`src/rtl/mapdec_pkg.sv`:
```
package mapdec_pkg;

  typedef enum logic [3:0] {
    RG_NONE,
    RG_WRAM,
    RG_WIN_A,
    RG_WIN_B,
    RG_SPR_REG,
    RG_SPR_RAM,
    RG_ZOOM_B,
    RG_BANK_ROM,
    RG_FIX_ROM
  } region_e;

  typedef struct packed {
    logic loadBank;
    logic loadVideo;
    logic sndCmd;
    logic sndIrq;
    logic wdogKick;
  } strobe_t;

  localparam int CS_WRAM      = 0;
  localparam int CS_RAM_A     = 1;
  localparam int CS_RAM_B     = 2;
  localparam int CS_ZOOM_A    = 3;
  localparam int CS_PALETTE   = 4;
  localparam int CS_SPR_REG   = 5;
  localparam int CS_SPR_RAM   = 6;
  localparam int CS_ZOOM_B    = 7;
  localparam int CS_ZROM_A    = 8;
  localparam int CS_ZROM_B    = 9;
  localparam int CS_BANK_ROM  = 10;
  localparam int CS_FIX_ROM   = 11;
  localparam int NUM_CS       = 12;

  localparam logic [15:0] ADR_SND_CMD  = 16'h3000;
  localparam logic [15:0] ADR_SND_IRQ  = 16'h3001;
  localparam logic [15:0] ADR_BANK_REG = 16'h3002;
  localparam logic [15:0] ADR_VID_REG  = 16'h3003;
  localparam logic [15:0] ADR_WDOG     = 16'h3300;

  localparam int WIN_SWAP_BIT = 5;
  localparam int ROM_READ_BIT = 4;

endpackage

```
`src/rtl/map_ctrl.sv`:
```
module map_ctrl
  import mapdec_pkg::*;
(
  input  logic [15:0] addr,
  input  logic        rdEn,
  input  logic        wrEn,
  output region_e     region,
  output strobe_t     strobes,
  output logic        isRead,
  output logic        isAccess
);

  assign isAccess = rdEn | wrEn;
  assign isRead   = rdEn & ~wrEn;

  always_comb begin
    region = RG_NONE;
    if (addr[15])                         region = RG_FIX_ROM;
    else if (addr[15:14] == 2'b01)        region = RG_BANK_ROM;
    else if (addr[15:12] == 4'h0)         region = RG_WRAM;
    else if (addr[15:11] == 5'b00010)     region = RG_WIN_A;
    else if (addr[15:11] == 5'b00011)     region = RG_WIN_B;
    else if (addr[15:3]  == 13'h0400)     region = RG_SPR_REG;
    else if (addr[15:10] == 6'b001001)    region = RG_SPR_RAM;
    else if (addr[15:11] == 5'b00101)     region = RG_ZOOM_B;
  end

  always_comb begin
    strobes.loadBank  = wrEn && (addr == ADR_BANK_REG);
    strobes.loadVideo = wrEn && (addr == ADR_VID_REG);
    strobes.sndCmd    = wrEn && (addr == ADR_SND_CMD);
    strobes.sndIrq    = wrEn && (addr == ADR_SND_IRQ);
    strobes.wdogKick  = wrEn && (addr == ADR_WDOG);
  end

endmodule

```
`src/rtl/map_datapath.sv`:
```
module map_datapath
  import mapdec_pkg::*;
#(
  parameter int BANK_BITS = 5,
  parameter int WIN_BITS  = 14,
  parameter int BASE_PAGE = 4,
  parameter int DATA_W    = 8,
  localparam int PAGE_W   = BANK_BITS + 1,
  localparam int ROM_AW   = PAGE_W + WIN_BITS
) (
  input  logic                clk,
  input  logic                rstN,
  input  logic [DATA_W-1:0]   wrData,
  input  logic [WIN_BITS-1:0] winOffset,
  input  region_e             region,
  input  strobe_t             strobes,
  input  logic                isRead,
  input  logic                isAccess,
  output logic [NUM_CS-1:0]   chipSel,
  output logic [ROM_AW-1:0]   romAddr,
  output logic                sndLatchWr,
  output logic                sndIrqPulse,
  output logic                wdogKick,
  output logic [1:0]          coinCount,
  output logic                openBusEn
);

  logic [DATA_W-1:0] bankReg;
  logic [DATA_W-1:0] videoReg;

  always_ff @(posedge clk) begin
    if (!rstN) begin
      bankReg  <= '0;
      videoReg <= '0;
    end else begin
      if (strobes.loadBank)  bankReg  <= wrData;
      if (strobes.loadVideo) videoReg <= wrData;
    end
  end

  logic winSwap;
  logic romRead;
  logic [PAGE_W-1:0] pageNum;

  assign winSwap = bankReg[WIN_SWAP_BIT];
  assign romRead = videoReg[ROM_READ_BIT] & isRead;
  assign pageNum = {1'b0, bankReg[BANK_BITS-1:0]} + PAGE_W'(BASE_PAGE);
  assign romAddr = {pageNum, winOffset};

  // Each zoom engine port shares one reroute rule: reads may go to ROM.
  logic [1:0] zoomHit;
  logic [1:0] zoomPort;
  logic [1:0] zoomRom;
  assign zoomHit[0] = isAccess && (region == RG_WIN_A) && winSwap;
  assign zoomHit[1] = isAccess && (region == RG_ZOOM_B);

  for (genvar z = 0; z < 2; z++) begin : g_zoom
    assign zoomRom[z]  = zoomHit[z] & romRead;
    assign zoomPort[z] = zoomHit[z] & ~romRead;
  end

  always_comb begin
    chipSel = '0;
    chipSel[CS_WRAM]     = isAccess && (region == RG_WRAM);
    chipSel[CS_RAM_A]    = isAccess && (region == RG_WIN_A) && !winSwap;
    chipSel[CS_RAM_B]    = isAccess && (region == RG_WIN_B) && !winSwap;
    chipSel[CS_PALETTE]  = isAccess && (region == RG_WIN_B) && winSwap;
    chipSel[CS_SPR_REG]  = isAccess && (region == RG_SPR_REG);
    chipSel[CS_SPR_RAM]  = isAccess && (region == RG_SPR_RAM);
    chipSel[CS_ZOOM_A]   = zoomPort[0];
    chipSel[CS_ZOOM_B]   = zoomPort[1];
    chipSel[CS_ZROM_A]   = zoomRom[0];
    chipSel[CS_ZROM_B]   = zoomRom[1];
    chipSel[CS_BANK_ROM] = isRead && (region == RG_BANK_ROM);
    chipSel[CS_FIX_ROM]  = isRead && (region == RG_FIX_ROM);
  end

  assign openBusEn   = isRead && (chipSel == '0);
  assign sndLatchWr  = strobes.sndCmd;
  assign sndIrqPulse = strobes.sndIrq;
  assign wdogKick    = strobes.wdogKick;
  assign coinCount   = {videoReg[0], videoReg[1]};

endmodule

```
`src/rtl/board_addr_decoder.sv`:
```
module board_addr_decoder
  import mapdec_pkg::*;
#(
  parameter int BANK_BITS = 5,
  parameter int WIN_BITS  = 14,
  parameter int BASE_PAGE = 4,
  parameter int DATA_W    = 8,
  localparam int ROM_AW   = BANK_BITS + 1 + WIN_BITS
) (
  input  logic              clk,
  input  logic              rstN,
  input  logic [15:0]       addr,
  input  logic              rdEn,
  input  logic              wrEn,
  input  logic [DATA_W-1:0] wrData,
  output logic [NUM_CS-1:0] chipSel,
  output logic [ROM_AW-1:0] romAddr,
  output logic              sndLatchWr,
  output logic              sndIrqPulse,
  output logic              wdogKick,
  output logic [1:0]        coinCount,
  output logic              openBusEn
);

  region_e region;
  strobe_t strobes;
  logic    isRead;
  logic    isAccess;

  map_ctrl i_ctrl (
    .addr     (addr),
    .rdEn     (rdEn),
    .wrEn     (wrEn),
    .region   (region),
    .strobes  (strobes),
    .isRead   (isRead),
    .isAccess (isAccess)
  );

  map_datapath #(
    .BANK_BITS (BANK_BITS),
    .WIN_BITS  (WIN_BITS),
    .BASE_PAGE (BASE_PAGE),
    .DATA_W    (DATA_W)
  ) i_dp (
    .clk         (clk),
    .rstN        (rstN),
    .wrData      (wrData),
    .winOffset   (addr[WIN_BITS-1:0]),
    .region      (region),
    .strobes     (strobes),
    .isRead      (isRead),
    .isAccess    (isAccess),
    .chipSel     (chipSel),
    .romAddr     (romAddr),
    .sndLatchWr  (sndLatchWr),
    .sndIrqPulse (sndIrqPulse),
    .wdogKick    (wdogKick),
    .coinCount   (coinCount),
    .openBusEn   (openBusEn)
  );

endmodule

```
`config.mk`:
```
export PLATFORM = sky130hd
export DESIGN_NAME = board_addr_decoder
export DESIGN_NICKNAME = d
export VERILOG_FILES = /design/src/rtl/mapdec_pkg.sv /design/src/rtl/map_ctrl.sv /design/src/rtl/map_datapath.sv /design/src/rtl/board_addr_decoder.sv
export SDC_FILE = /design/constraint.sdc
export NUM_CORES = 1
export LEC_CHECK = 0
export BUFFER_PORTS_ARGS = -buffer_cell sky130_fd_sc_hd__buf_2
export CAP_MARGIN = 20
export CORE_MARGIN = 2
export CORE_UTILIZATION = 43
export DETAILED_ROUTE_END_ITERATION = 7
export PLACE_DENSITY_LB_ADDON = 0.12
export SYNTH_ARGS = -nofsm -noshare
export SYNTH_HDL_FRONTEND = slang
export SYNTH_SLANG_ARGS = --single-unit
```
`constraint.sdc`:
```
create_clock -name clk -period 4.7 [get_ports clk]
set_input_delay 0.235 -clock clk [delete_from_list [all_inputs] [get_ports clk]]
set_output_delay 0.235 -clock clk [all_outputs]
set_load 0.05 [all_outputs]
```
==> results by group <==
Run status
  • Outcome: finished, final reports clean

Setup path
  • Delay-heaviest family, CP: simple AND/OR/NAND/NOR gates
  • Critical Path Most Common Cell: buf_2
  • Crit path required time: about 4.5 ns
  • Cell at the slowest stage of the critical path: or4_4
  • Crit start category: input pin
  • CP Capture Type: output port
  • Data arrival, critical path: 2.20 ns
  • Max incr delay on CP: around 0.56 ns
  • CP Class: in -> out
  • Crit path cell chain: buf_2, or4_4, nor4_1, o32ai_1, nor3b_1, buf_2
  • Critical path buffers and inverters: 2
  • CP max FO: 4

Synthesis
  • Post-synthesis mux area share: 0%
  • Synthesized flop and latch total: 9
  • Post-synthesis compound-gate area fraction: between 10% and 20%
  • Simple-Gate Fraction of Synth Area: between 40 and 50%
  • Synth Area in XOR/XNOR: less than 1%
  • Number of synthesized flops with an enable pin: 0
  • Mapped Area: about 910 um2
  • Area leader, netlist: dfxtp_1
  • Most common cell in the netlist: buf_4
  • Yosys top cell area share: ~20%
  • Largest family of logic cells by synthesized area: simple AND/OR/NAND/NOR gates
  • Top cells by area, synth: dfxtp_1, buf_4, nand4b_1, a21oi_1, o21ai_1
  • Synthesized-area fraction occupied by adder cells: under 10%
  • Cells after Synth: 121
  • Syn nets: 150
  • Post-synthesis async set-or-reset flop share: 0%
  • Seq/Total Area, Yosys: 19.9%
  • Synthesis warning total: 0
  • Synthesized area per cell: ~7.5 um2
  • Synth cell count leaders: buf_4, a21oi_1, dfxtp_1
  • Synth Flop Type: dfxtp_1
  • Unique masters post-synth: 38

Power
  • PD cells: 187 nW/um2
  • Maximum vdd drop: around 0.00011 V
  • Leak pwr: between 0.5 and 0.6 nW
  • Design Power: approximately 0.00021 W

Timing
  • Max Clk Rate: about 0.41 GHz
  • Hold_ws: around 0.23 ns
  • Clk_skew: 0 ns
  • Slew HR: approximately three fifths
  • Setup_tns: 0 ns
  • Final Max Tran Viols: 0
  • Count of final setup violators: 0
  • Final hold vios: 0
  • RSZ-0062 raised after global routing: false
  • Period utilization: 51.8%
  • Final min period: between 2 and 2.5 ns
  • Tightest Pin Transition: slightly below 0.6 ns

GRT
  • Met1 GRT Util: around 24%
  • GR Util met3: between 5 and 6%
  • Total grt overflow: 0
  • First-pass GRT wire length: ~3800 um
  • Met2 usage: about a third
  • Largest net degree at the start of global routing: 12
  • Vias in the first global route: between 800 and 900
  • GRT Resource Usage Total: between 10% and 20%
  • Initial antenna violation count: 0
  • Gr busiest metal: met2

Place
  • Cell area after placement: 1090 um2
  • DP Wirelength: around 1800 um
  • RePlAce Congestion: ~0.80
  • Buffers on Ports: 63

Layout
  • Synth-to-layout area growth: 23.2%
  • Final Util: 56.3%
  • Seq. cell area: approximately 180 um2
  • Multi-input logic area: ~550 um2
  • Filler cells: ~210
  • Layout cell share with drive strength beyond 1: between 40 and 50%
  • Number of diodes: 0
  • Nets@finish: a little under 200
  • Final Cell Area: around 1100 um2

Floorplanning
  • Rows: 16
  • Die H: 49.9 um
  • Chip Width: roughly 50 um
  • DIE AREA: between 2000 and 2500 um2
  • Core Region: 1980 um2
  • Initial Util: 45.7%
  • Ports: 66

Route
  • DRC: 0
  • Routed WL per cell: between 10 and 15 um
  • Drt first-iter violations: 18
  • Total length of routed wires: between 2000 and 2500 um
  • Vias per cell: between 5 and 6
  • DR vias: 999
  • Antenna viol nets, final: 0
  • Drt first pass iters: 4

Clocking
  • Resized cells post-CTS: 0
  • CTS tree: built
  • CTS buffer count: 3
  • CTS max path bufs: 2
  • Hold_buf cts: 0
  • H-tree levels: 1
  • Latest clock arrival within the worst-skew pair: roughly 0.27 ns
  • CTS clk-pin slew, worst paths: roughly 0.060 ns
  • Root buf cell: clkbuf_4
  • Post-CTS setup buffer count: 0
  • Clock Sinks: 9

Min path
  • Hold WC Path Type: in -> reg

Flow run
  • Max Cap Viol: 0
## cell type report
type / count / area share [%]
Tap cell: 27 / 3.03
Clock buffer: 4 / 2.35
Multi-Input combinational cell: 85 / 48.9
Timing Repair Buffer: 63 / 28.3
Inverter: 4 / 1.35
Sequential cell: 9 / 16.1
## power by group
group	switching, W	internal [W]	leakage, nW	total, W
combinational	0.0000514	0.0000199	0.420	0.0000713
sequential	0.000000000426	0.0000762	0.0724	0.0000762
clock	0.0000283	0.0000328	0.0150	0.0000611
total	0.0000796	0.000129	0.508	0.000209
## through the flow
step                std cells  setup slack (ns)
floorplan                 121              1.53
global placement          188              2.39
detailed placement        188              2.32
CTS                       192              2.30
global route              192              2.09
finish                    192              2.27
## kinds of logic (layout without fill, tap and decap cells)
| logic type | Yosys count | count (layout) |
|---|---|---|
| and+or+nand+nor | 58 | 58 |
| adders and majority gates | 1 | 1 |
| buffers and inverters | 27 | 71 |
| xor gates and xnor gates | 1 | 1 |
| AOI/OAI and AO/OA | 25 | 25 |
| DFF | 9 | 9 |
## routing by layer
| metal | wire [um] | part of all wire, % |
|---|---|---|
| met4 | 14 | 0.61 |
| met1 | 1050 | 46 |
| met5 | 0 | 0 |
| met3 | 172 | 7.5 |
| met2 | 1060 | 46 |
## layout by cell type, fill, tap and decap left out, types with 2 or more instances in the layout
cell      netlist  layout
nor2b_1         3       3
nor3b_1         3       3
nand4b_1        6       6
o21ai_1         7       7
a21oi_1         9       9
and3_1          2       2
nor4_1          4       4
or4_4           3       3
or3_1           2       2
clkbuf_4        0       3
nand2_1         5       5
nor3_1          6       6
nand3_1         5       5
inv_1           3       3
nor2_1          8       8
buf_2           2      63
dfxtp_1         9       9
o21ai_0         6       6
## state kept, by name, indices dropped and copies added, names as in the netlist
| signal | flops |
|---|---|
| i_dp.bankReg | 6 |
| i_dp.videoReg | 3 |
## worst reg2reg max path: cells and delay by family, from the launching register on
family | cells | cell delay, ns
flip-flops | 1 | 0.39
AO/OA/AOI/OAI | 2 | 0.20
## path summary, 6_finish.rpt
path | to | cells after the start | slack (ns) | from
worst min-delay path | i_dp.videoReg[4] | 3 | 0.23 | wrData[4]
worst max register to register | i_dp.bankReg[5] | 2 | 4.03 | i_dp.bankReg[5]
worst min register to register | i_dp.bankReg[1] | 2 | 0.48 | i_dp.bankReg[1]
worst max-delay path | chipSel[7] | 6 | 2.27 | addr[4]
(Power assumes the default switching activity.)
